[config.mk]
export PLATFORM = sky130hd
export DESIGN_NAME = vldst_addr_gen
export DESIGN_NICKNAME = d
export VERILOG_FILES = /design/src/rtl/vldst_addr_gen.sv
export SDC_FILE = /design/constraint.sdc
export NUM_CORES = 1
export LEC_CHECK = 0
export BUFFER_PORTS_ARGS = -buffer_cell sky130_fd_sc_hd__buf_2
export CAP_MARGIN = 0
export CORE_MARGIN = 2
export CORE_UTILIZATION = 50
export DETAILED_ROUTE_END_ITERATION = 7
export PLACE_DENSITY_LB_ADDON = 0.25
export SYNTH_ARGS = -nofsm -noshare
export SYNTH_HDL_FRONTEND = slang
export SYNTH_SLANG_ARGS = --single-unit
[constraint.sdc]
create_clock -name clk -period 4.6 [get_ports clk]
set_input_delay 0.23 -clock clk [delete_from_list [all_inputs] [get_ports clk]]
set_output_delay 0.23 -clock clk [all_outputs]
set_load 0.1 [all_outputs]
[src/rtl/vldst_addr_gen.sv]
module vldst_addr_gen #(
  parameter int AW    = 32,
  parameter int MAXVL = 8,
  parameter int SW    = 3,
  localparam int LW   = $clog2(MAXVL + 1),
  localparam int IW   = (MAXVL > 1) ? $clog2(MAXVL) : 1
) (
  input  logic                clk,
  input  logic                rst_n,
  input  logic                start,
  input  logic [2:0]          width_code,
  input  logic                const_stride,
  input  logic [AW-1:0]       stride_val,
  input  logic                indexed,
  input  logic [MAXVL*AW-1:0] idx_offsets,
  input  logic [AW-1:0]       base_addr,
  input  logic [LW-1:0]       vec_len,
  input  logic [SW-1:0]       seg_len,
  input  logic [MAXVL-1:0]    pred_mask,
  input  logic [4:0]          dest_reg,
  output logic                busy,
  output logic                req_valid,
  input  logic                req_ready,
  output logic [AW-1:0]       req_addr,
  output logic [4:0]          req_reg,
  output logic [LW-1:0]       req_elem,
  output logic [SW-1:0]       req_seg,
  output logic                done,
  output logic                err
);
  logic [AW-1:0]       base_q, stride_q, estep_q, eoff, soff;
  logic [MAXVL*AW-1:0] idx_q;
  logic [MAXVL-1:0]    pred_q;
  logic [LW-1:0]       vl_q, elem;
  logic [SW-1:0]       seg_q, seg;
  logic [4:0]          rd_q;
  logic                idx_mode_q;
  logic [AW-1:0]       esz, stride_sel, cur_idx;
  logic                in_range, cur_pred, last_seg, step_elem, reserved;

  always_comb begin
    case (width_code)
      3'd1:    esz = AW'(1);
      3'd2:    esz = AW'(2);
      3'd3:    esz = AW'(4);
      3'd4:    esz = AW'(8);
      3'd5:    esz = AW'(16);
      3'd0:    esz = AW'(AW / 8);
      default: esz = '0;
    endcase
  end

  assign reserved   = width_code[2] & width_code[1];
  assign stride_sel = const_stride ? stride_val : esz;
  assign in_range   = elem < vl_q;
  assign cur_pred   = in_range & pred_q[elem[IW-1:0]];
  assign cur_idx    = idx_q[elem[IW-1:0]*AW +: AW];
  assign last_seg   = seg == seg_q;
  assign step_elem  = busy & in_range & (~cur_pred | (req_ready & last_seg));

  assign req_valid = busy & cur_pred;
  assign req_addr  = base_q + (idx_mode_q ? cur_idx : eoff) + soff;
  assign req_reg   = rd_q + 5'(seg);
  assign req_elem  = elem;
  assign req_seg   = seg;

  always_ff @(posedge clk or negedge rst_n) begin
    if (!rst_n) begin
      busy <= 1'b0; done <= 1'b0; err <= 1'b0;
      base_q <= '0; stride_q <= '0; estep_q <= '0; eoff <= '0; soff <= '0;
      idx_q <= '0; pred_q <= '0; vl_q <= '0; elem <= '0;
      seg_q <= '0; seg <= '0; rd_q <= '0; idx_mode_q <= 1'b0;
    end else begin
      done <= 1'b0;
      err  <= 1'b0;
      if (!busy) begin
        if (start && reserved) begin
          err <= 1'b1;
        end else if (start) begin
          busy       <= 1'b1;
          base_q     <= base_addr;
          stride_q   <= stride_sel;
          estep_q    <= stride_sel * (AW'(seg_len) + AW'(1));
          idx_q      <= idx_offsets;
          idx_mode_q <= indexed;
          pred_q     <= pred_mask;
          vl_q       <= vec_len;
          seg_q      <= seg_len;
          rd_q       <= dest_reg;
          elem       <= '0;
          seg        <= '0;
          eoff       <= '0;
          soff       <= '0;
        end
      end else if (!in_range) begin
        busy <= 1'b0;
        done <= 1'b1;
      end else if (step_elem) begin
        elem <= elem + LW'(1);
        seg  <= '0;
        soff <= '0;
        eoff <= eoff + estep_q;
        if (elem + LW'(1) >= vl_q) begin
          busy <= 1'b0;
          done <= 1'b1;
        end
      end else if (req_valid && req_ready) begin
        seg  <= seg + SW'(1);
        soff <= soff + stride_q;
      end
    end
  end
endmodule


Yosys cells after proc, flatten, opt, wreduce, memory -nomap -nowiden. Index checks and enable logic that the tools add are counted.

Muxes and demuxes: 37. Order comparisons: 3. Reduce and logical (&&, ||, !) cells: 8. Equality and inequality tests: 10. Add/sub/neg operators: 8. Bitwise gates (word level): 10. Multiply operators: 1. Shift-type cells: 1.

Operator list (count): two-way mux 32 bit (11); variable part select 256 x 9 -> 32 bit (1); adder 32 bit (4); multiplier 32 x 4 -> 32 bit (1); case mux 5 bit (5 select lines) (1); two-way mux 4 bit (5); two-way mux 3 bit (6); two-way mux 1 bit (13); AND reduction 4 bit (2); AND 1 bit (6); == test 3 x 2 -> 1 bit (second input constant) (2); == test 3 bit (second input constant) (2); adder 5 x 3 -> 5 bit (1); adder 3 x 1 -> 4 bit (second input constant) (1); adder 4 x 1 -> 4 bit (second input constant) (1); greater-or-equal comparator 4 bit (1); less-than comparator 3 x 4 -> 1 bit (second input constant) (1); less-than comparator 4 bit (1); inequality test 2 x 1 -> 1 bit (second input constant) (2); adder 3 x 1 -> 3 bit (second input constant) (1); binary-select mux 1 bit (select 3 bit) (1); == test 3 x 1 -> 1 bit (second input constant) (1); == test 3 bit (1); zero test 3 bit (1); other kinds (8) (11).

Register bits after elaboration: 447. Logic and storage cells: 94. Output and inout port bits: 48. Bits of input ports: 349.

Longest topological paths before layout. Gate-level depths: netlist (run 1).

Depth after elaboration: 9. Gate-level depth with buffers: 21.

Worst setup path before layout (run 1). No wires, ideal clock.

Path type: reg-to-output. Start: reg elem[0], in the netlist req_elem[0]. End: out req_addr[31]. Setup slack: -2662 ps. Data required time: 4370 ps. Stages on the path, launching flop included: 21. Arrival: 7032 ps. Cell sequence: dfrtp_1 -> buf_2 -> buf_1 -> buf_2 -> mux4_2 -> mux2i_1 -> a21oi_1 -> fa_1 -> ha_1 -> inv_1 -> fa_1 -> nor2b_1 -> o21a_1 -> o21a_1 -> a2bb2oi_1 -> o21a_1 -> a21boi_1 -> o41ai_1 -> a21o_1 -> a21oi_1 -> xnor2_1.

Cells in the longest elaborated chain, start to end: 4.

Ends and longest elaborated chain: from (decl) (RTL line 34) `logic [LW-1:0] vl_q, elem;`; from (signal assigned) (RTL line 99) `elem <= elem + LW'(1);`; variable part select 256 x 9 -> 32 bit (RTL line 57) `assign cur_idx = idx_q[elem[IW-1:0]*AW +: AW];`; two-way mux 32 bit (RTL line 62) `assign req_addr = base_q + (idx_mode_q ? cur_idx : eoff) + soff;`; adder 32 bit (2 in a row) (RTL line 62); to (decl) (RTL line 24) `output logic [AW-1:0] req_addr,`.

Every way passes these cells.

Worst setup path in the final report (run 1). Ends and elaborated chain as after synthesis.

==> results of run 1 <==
==> Yosys cell counts (52+ instances only) <==
library cell	instances	area, sq um
clkbuf_1	106	398
fa_1	92	1840
inv_1	103	387
a21o_1	71	533
ha_1	138	1730
mux2_2	311	3500
o21ai_0	134	671
nand2_1	198	743
xnor2_1	70	613
nor2_1	112	420
dfrtp_1	447	11200
mux4_2	66	1490
a21oi_1	138	691
nand3_1	119	596
xor2_1	52	455
==> critical path, cell delays in order, from the launching register on <==
cell and delay (ns):
dfrtp_4 0.53, buf_12 0.15, buf_4 0.15, clkbuf_16 0.18, mux4_2 0.56, mux2i_1 0.29
buf_4 0.19, a21oi_1 0.08, fa_1 0.45, ha_1 0.38, o211ai_1 0.14, a22oi_2 0.19
o21a_2 0.23, a21boi_4 0.08, o41ai_4 0.42, a21o_1 0.21, a21oi_4 0.09, xnor2_4 0.26
buf_12 0.21
==> registers in the layout, indices dropped and copies added (netlist names), 3 cells and up <==
signal,flops
base_q,32
eoff,32
estep_q,32
idx_q,256
pred_q,8
rd_q,5
req_elem,4
req_seg,3
seg_q,3
soff,32
stride_q,32
vl_q,4
==> kinds of logic after synthesis <==
family / Yosys count / synth area share, %
AO/OA/AOI/OAI: 505 / 11.2
XOR/XNOR: 122 / 3.84
adder cells (fa/ha/maj): 230 / 12.8
buffers and inverters: 228 / 3.11
flip-flops: 447 / 40.2
multiplexers: 410 / 19.1
AND/OR/NAND/NOR: 578 / 9.72
==> cell usage in the layout, fill, tap and decap left out, types with 21 or more instances in the layout <==
master | synthesis | final
nand3_1 | 119 | 119
a21o_1 | 71 | 71
mux2i_1 | 33 | 23
mux4_2 | 66 | 66
and2_1 | 31 | 31
buf_12 | 0 | 42
ha_1 | 138 | 131
nor2b_1 | 26 | 23
xnor2_1 | 70 | 53
a21oi_1 | 138 | 124
buf_2 | 7 | 365
dfrtp_1 | 447 | 443
mux2_2 | 311 | 311
nand2_1 | 198 | 197
buf_4 | 0 | 172
nor2_1 | 112 | 108
o21ai_1 | 31 | 32
dlygate4sd3_1 | 0 | 327
clkbuf_16 | 0 | 53
fa_1 | 92 | 89
nand2b_1 | 27 | 25
xor2_1 | 52 | 44
inv_1 | 103 | 102
o21ai_0 | 134 | 128
a31oi_1 | 23 | 21
==> final cells by class <==
type | instances | area share [%]
multi-input combinational | 1845 | 43.4
sequential | 447 | 29.2
timing repair buffer | 920 | 19.3
clock buffer | 70 | 3.89
tap | 748 | 2.44
inverter | 103 | 1.01
clock inverter | 23 | 0.627
antenna | 14 | 0.0914
==> stage by stage <==
step / utilization [%] / TNS [ns] / hold slack, ns / setup slack [ns] / area (sq um)
2_1_floorplan: - / -6.63 / -0.0656 / -0.656 / 28300
3_3_place_gp: 59.2 / -2.48 / 0.329 / -0.369 / 32600
3_5_place_dp: 59.2 / -3.31 / 0.331 / -0.417 / 32600
4_1_cts: 68.7 / -13.24 / 0.000991 / -0.887 / 37800
5_1_grt: 69.5 / -18.20 / 0.0203 / -1.13 / 38300
6_report: 69.6 / -15.04 / 0.0119 / -1.04 / 38300
==> metal layers <==
metal  up-vias  part of all wire, %  track usage (%)
li1      10700                    -                -
met1     12200                   39             46.4
met2      1359                   47             56.9
met3       391                  7.8             7.41
met4         6                  6.5             16.4
met5         -                0.049                0
==> path summary, 6_finish.rpt <==
path                           endpoint  slack, ns  depth (start not counted)
setup / recovery           req_addr[31]      -1.04                         18
hold / removal              stride_q[5]       0.01                          3
setup reg to reg               soff[31]       0.56                         12
hold reg to reg              estep_q[9]       0.49                          2
max in group asynchronous     idx_q[36]       2.91                          3
min in group asynchronous  stride_q[21]       0.23                          2
==> timing repair <==
| action | in CTS | in global routing |
|---|---|---|
| endpoints found under the setup margin | 25 | 27 |
| setup buffers | 6 | 20 |
| hold buffers | 327 | 0 |
| endpoints found under the hold margin | 427 | 0 |
| pin swaps | 23 | 34 |
| cloned | 0 | 1 |
| resized for setup | 42 | 54 |
==> results_dict.tcl, run 1 <==
set metrics [dict create \
    floorplan.initialDensity_pct 50.5 \
    ys_types 69 \
    drc 0 \
    coreArea_sq_mm 0.0551 \
    min_period_ns 5.64 \
    syn2layout_area_growth_pct 37.7 \
    cts_buffer_depth 3 \
    cp_max_fo 7 \
    seqCellArea_sq_mm 0.0112 \
    synth_fp_nets 3099 \
    critPathLaunchType "flip-flop" \
    num_vias 24600 \
    cts_sinks 447 \
    worst_pin_slew_ns 1.13 \
    cts_tree "yes" \
    grt_usage_pct 35.5 \
    setup_slack_ns -1.04 \
    r2r-start "req_elem[1]" \
    nets 3947 \
    multiInputGateArea_sq_mm 0.0166 \
    syn_inst 2520 \
    hold_viol_final 0 \
    slew_headroom_pct 25.0 \
    place_inst 3715 \
    ys_seq_elements 447 \
    cap_violations 0 \
    cp.required_ns 4.37 \
    synth_warnings 0 \
    status "finished, violations left" \
    yosys_most_used_dff "dfrtp_1" \
    grt_pass1_vias 25200 \
    dieArea_sq_mm 0.0576 \
    top_level_ports 397 \
    endpoint_kind "output port" \
    rows 86 \
    period_share_pct 123 \
    ant_nets 0 \
    hpwl_mm 69.2 \
    maxSlewViolCount 0 \
    insertion_delay_ns 0.62 \
    clk_pin_slew_ns 0.06 \
    n_fill_cell 3812 \
    drt_iter0_markers 2296 \
    critPathArrivalTime_ns 5.41 \
    gp_congestion 0.942 \
    setup_violations 25 \
    cts_inserted_buffers 51 \
    drtPass1Iterations 5 \
    worstHoldStart "stride_val[5]" \
    htree_levels 2 \
    drt-total-wl_mm 107 \
    crit_type "flip-flop to output port" \
    grt_setup_unrepaired "yes" \
    timing.fmax_ghz 0.177 \
    synth_edf_count 0 \
    grt_pass1_wl_mm 153 \
    port_buffers 396 \
    layoutNonFillerInstCount 4170 \
    skew_ns 0.0185 \
    violations "negative setup slack" \
    crit_start "req_elem[0]" \
    grt_max_degree 175 \
    hp-class "input port to flip-flop" \
    syn_area_sq_mm 0.0278 \
    clockRootBuffer "clkbuf_16" \
    post_drt_via_cell_ratio 5.91 \
    antenna_found_initial 13 \
    overflow 0 \
    drive_gt1_share_pct 34.2 \
    die-height_um 240 \
    syn_area_per_cell_sq_um 11.0 \
    synth-seq-area-share_pct 40.2 \
    die_width_um 240 \
    async_flop_share_pct 100 \
    wl_per_cell_um 25.6 \
]
Power of run 1 is left out: the tool's default activity adds up to more than one toggle a clock period on the data nets, which glitch-free logic cannot reach.
==> run 2: changes to the inputs <==
Settings changed: CTS_BUF_LIST set to sky130_fd_sc_hd__clkbuf_4 sky130_fd_sc_hd__clkbuf_8.
==> results_dict.tcl, run 2 (same netlist as run 1, synthesis figures left out) <==
set metrics [dict create \
    status "finished, violations left" \
    violations "negative setup slack" \
    crit_type "flip-flop to output port" \
    wl_per_cell_um 24.9 \
    mostFrequentLayoutCells "dfrtp_1 (443), buf_2 (365), dlygate4sd3_1 (340), mux2_2 (311), nand2_1 (197)" \
    critPathLaunchType "flip-flop" \
    setup_violations 25 \
    skew_ns 0.0805 \
    grt_usage_pct 35.9 \
    layout_commonest_cell "dfrtp_1" \
    clk_pin_slew_ns 0.07 \
    worst_path_largest_cell_delay_ns 0.50 \
    cts_tree "yes" \
    min_to "stride_q[1]" \
    coreArea_sq_mm 0.0551 \
    crit_slowest_cell "dfrtp_4" \
    grt_pass1_wl_mm 154 \
    cts_sinks 447 \
    cp.required_ns 4.37 \
    cts_buffer_depth 3 \
    drc 0 \
    port_buffers 396 \
    clockRootBuffer "clkbuf_8" \
    r2r-start "req_elem[1]" \
    r2r_cells 12 \
    htree_levels 3 \
    die-height_um 240 \
    cp_top_family "compound AO/OA/AOI/OAI gates" \
    dieArea_sq_mm 0.0576 \
    largest_reg_flops 256 \
    min_period_ns 5.61 \
    drt-total-wl_mm 105 \
    antenna_found_initial 9 \
    dpl_cell_area_sq_mm 0.0326 \
    hp-class "input port to flip-flop" \
    ant_nets 0 \
    cp_max_fo 4 \
    floorplan.initialDensity_pct 50.5 \
    setup_slack_ns -1.01 \
    syn2layout_area_growth_pct 39.2 \
    slew_headroom_pct 26.5 \
    num_vias 24600 \
    drt_iter0_markers 2315 \
    gp_congestion 0.942 \
    hpwl_mm 69.2 \
    insertion_delay_ns 0.76 \
    drtPass1Iterations 5 \
    r2r_setup_slack_ns 0.56 \
    grt_setup_unrepaired "yes" \
    worstHoldPathCells 4 \
    drive_gt1_share_pct 35.9 \
    grt_max_degree 175 \
    overflow 0 \
    nets 3992 \
    period_share_pct 122 \
    rows 86 \
    top_register "idx_q" \
    maxSlewViolCount 0 \
    post_drt_via_cell_ratio 5.80 \
    stdcell_area_sq_mm 0.0387 \
    timing.fmax_ghz 0.178 \
    cts_inserted_buffers 81 \
    n_fill_cell 3808 \
    top_level_ports 397 \
    worstReg2RegEnd "soff[31]" \
    fin_tns_setup_ns -15.00 \
    cap_violations 0 \
    worst_pin_slew_ns 1.10 \
    critPathArrivalTime_ns 5.38 \
    path_cells "buf_12 > mux4_2 > mux2i_1 > buf_4 > a21oi_2 > fa_1 > ha_2 > inv_2 > fa_2 > nor2b_1 > o21a_1 > o21a_1 > a2bb2oi_2 > o21a_2 > a21boi_4 > o41ai_4 > a21o_1 > a21oi_4 > xnor2_4 > buf_12" \
    endpoint_kind "output port" \
    grt_pass1_vias 25600 \
    path_buf_inv 4 \
    die_width_um 240 \
    worstHoldStart "stride_val[1]" \
    hold_viol_final 0 \
]
run 2: repair_timing:
item	in CTS	in global routing
hold buffers	340	0
buffers inserted	13	18
resized for setup	46	69
gates cloned	0	1
setup endpoints to repair	25	31
hold endpoints to repair	442	0
pin swaps	27	44
run 2: stage by stage:
step	std cells	worst slack, ns	util (%)	hold WS (ns)
after CTS	4216	-0.986	69.4	0.0127
after detailed placement	3715	-0.417	59.2	0.331
final	4239	-1.01	70.3	0.0523
after global placement	3715	-0.369	59.2	0.329
after global routing	4236	-1.19	70.3	0.0508
after floorplan	2520	-0.656	-	-0.0656
run 2: how the worst max path moves through the flow:
stage	startpoint	endpoint	slack (ns)	cells after the start
after global routing	req_elem[0]	req_addr[31]	-1.19	19
final	req_elem[0]	req_addr[31]	-1.01	20
after CTS	req_elem[0]	req_addr[24]	-0.99	18
after floorplan	req_elem[0]	req_addr[31]	-0.66	20
after global placement	req_elem[0]	req_addr[30]	-0.37	18
after detailed placement	req_elem[0]	req_addr[30]	-0.42	20
run 2: area by class of cell:
class / instances / area, sq um / share of cell area [%]
antenna: 10 / 25.0 / 0.0646
clock buffer: 125 / 1610 / 4.15
clock inverter: 26 / 315 / 0.814
inverter: 103 / 387 / 0.998
multi-input combinational: 1845 / 16700 / 43.1
sequential: 447 / 11200 / 28.9
tap: 748 / 936 / 2.42
timing repair buffer: 935 / 7560 / 19.5
run 2: layer usage:
layer | global-route usage, % | share of wire (%) | vias to the layer above
met5 | 0 | 0.012 | -
met4 | 17.2 | 5.7 | 2
met3 | 8.06 | 7.8 | 360
met2 | 57.8 | 47 | 1280
met1 | 46.1 | 39 | 12100
li1 | - | - | 10800
run 2: worst register-to-register path, cell delays in order, from the launching register on:
cell and delay, ns:
dfrtp_4 0.50, buf_4 0.17, buf_4 0.40, ha_1 0.35
nor2b_1 0.13, o21a_1 0.16, o21ai_1 0.17, nand3b_1 0.18
nor2_1 0.59, and4_1 0.79, and4b_1 0.31, a2111oi_0 0.06
nor2_1 0.15
Power of run 2 is left out for the same reason.
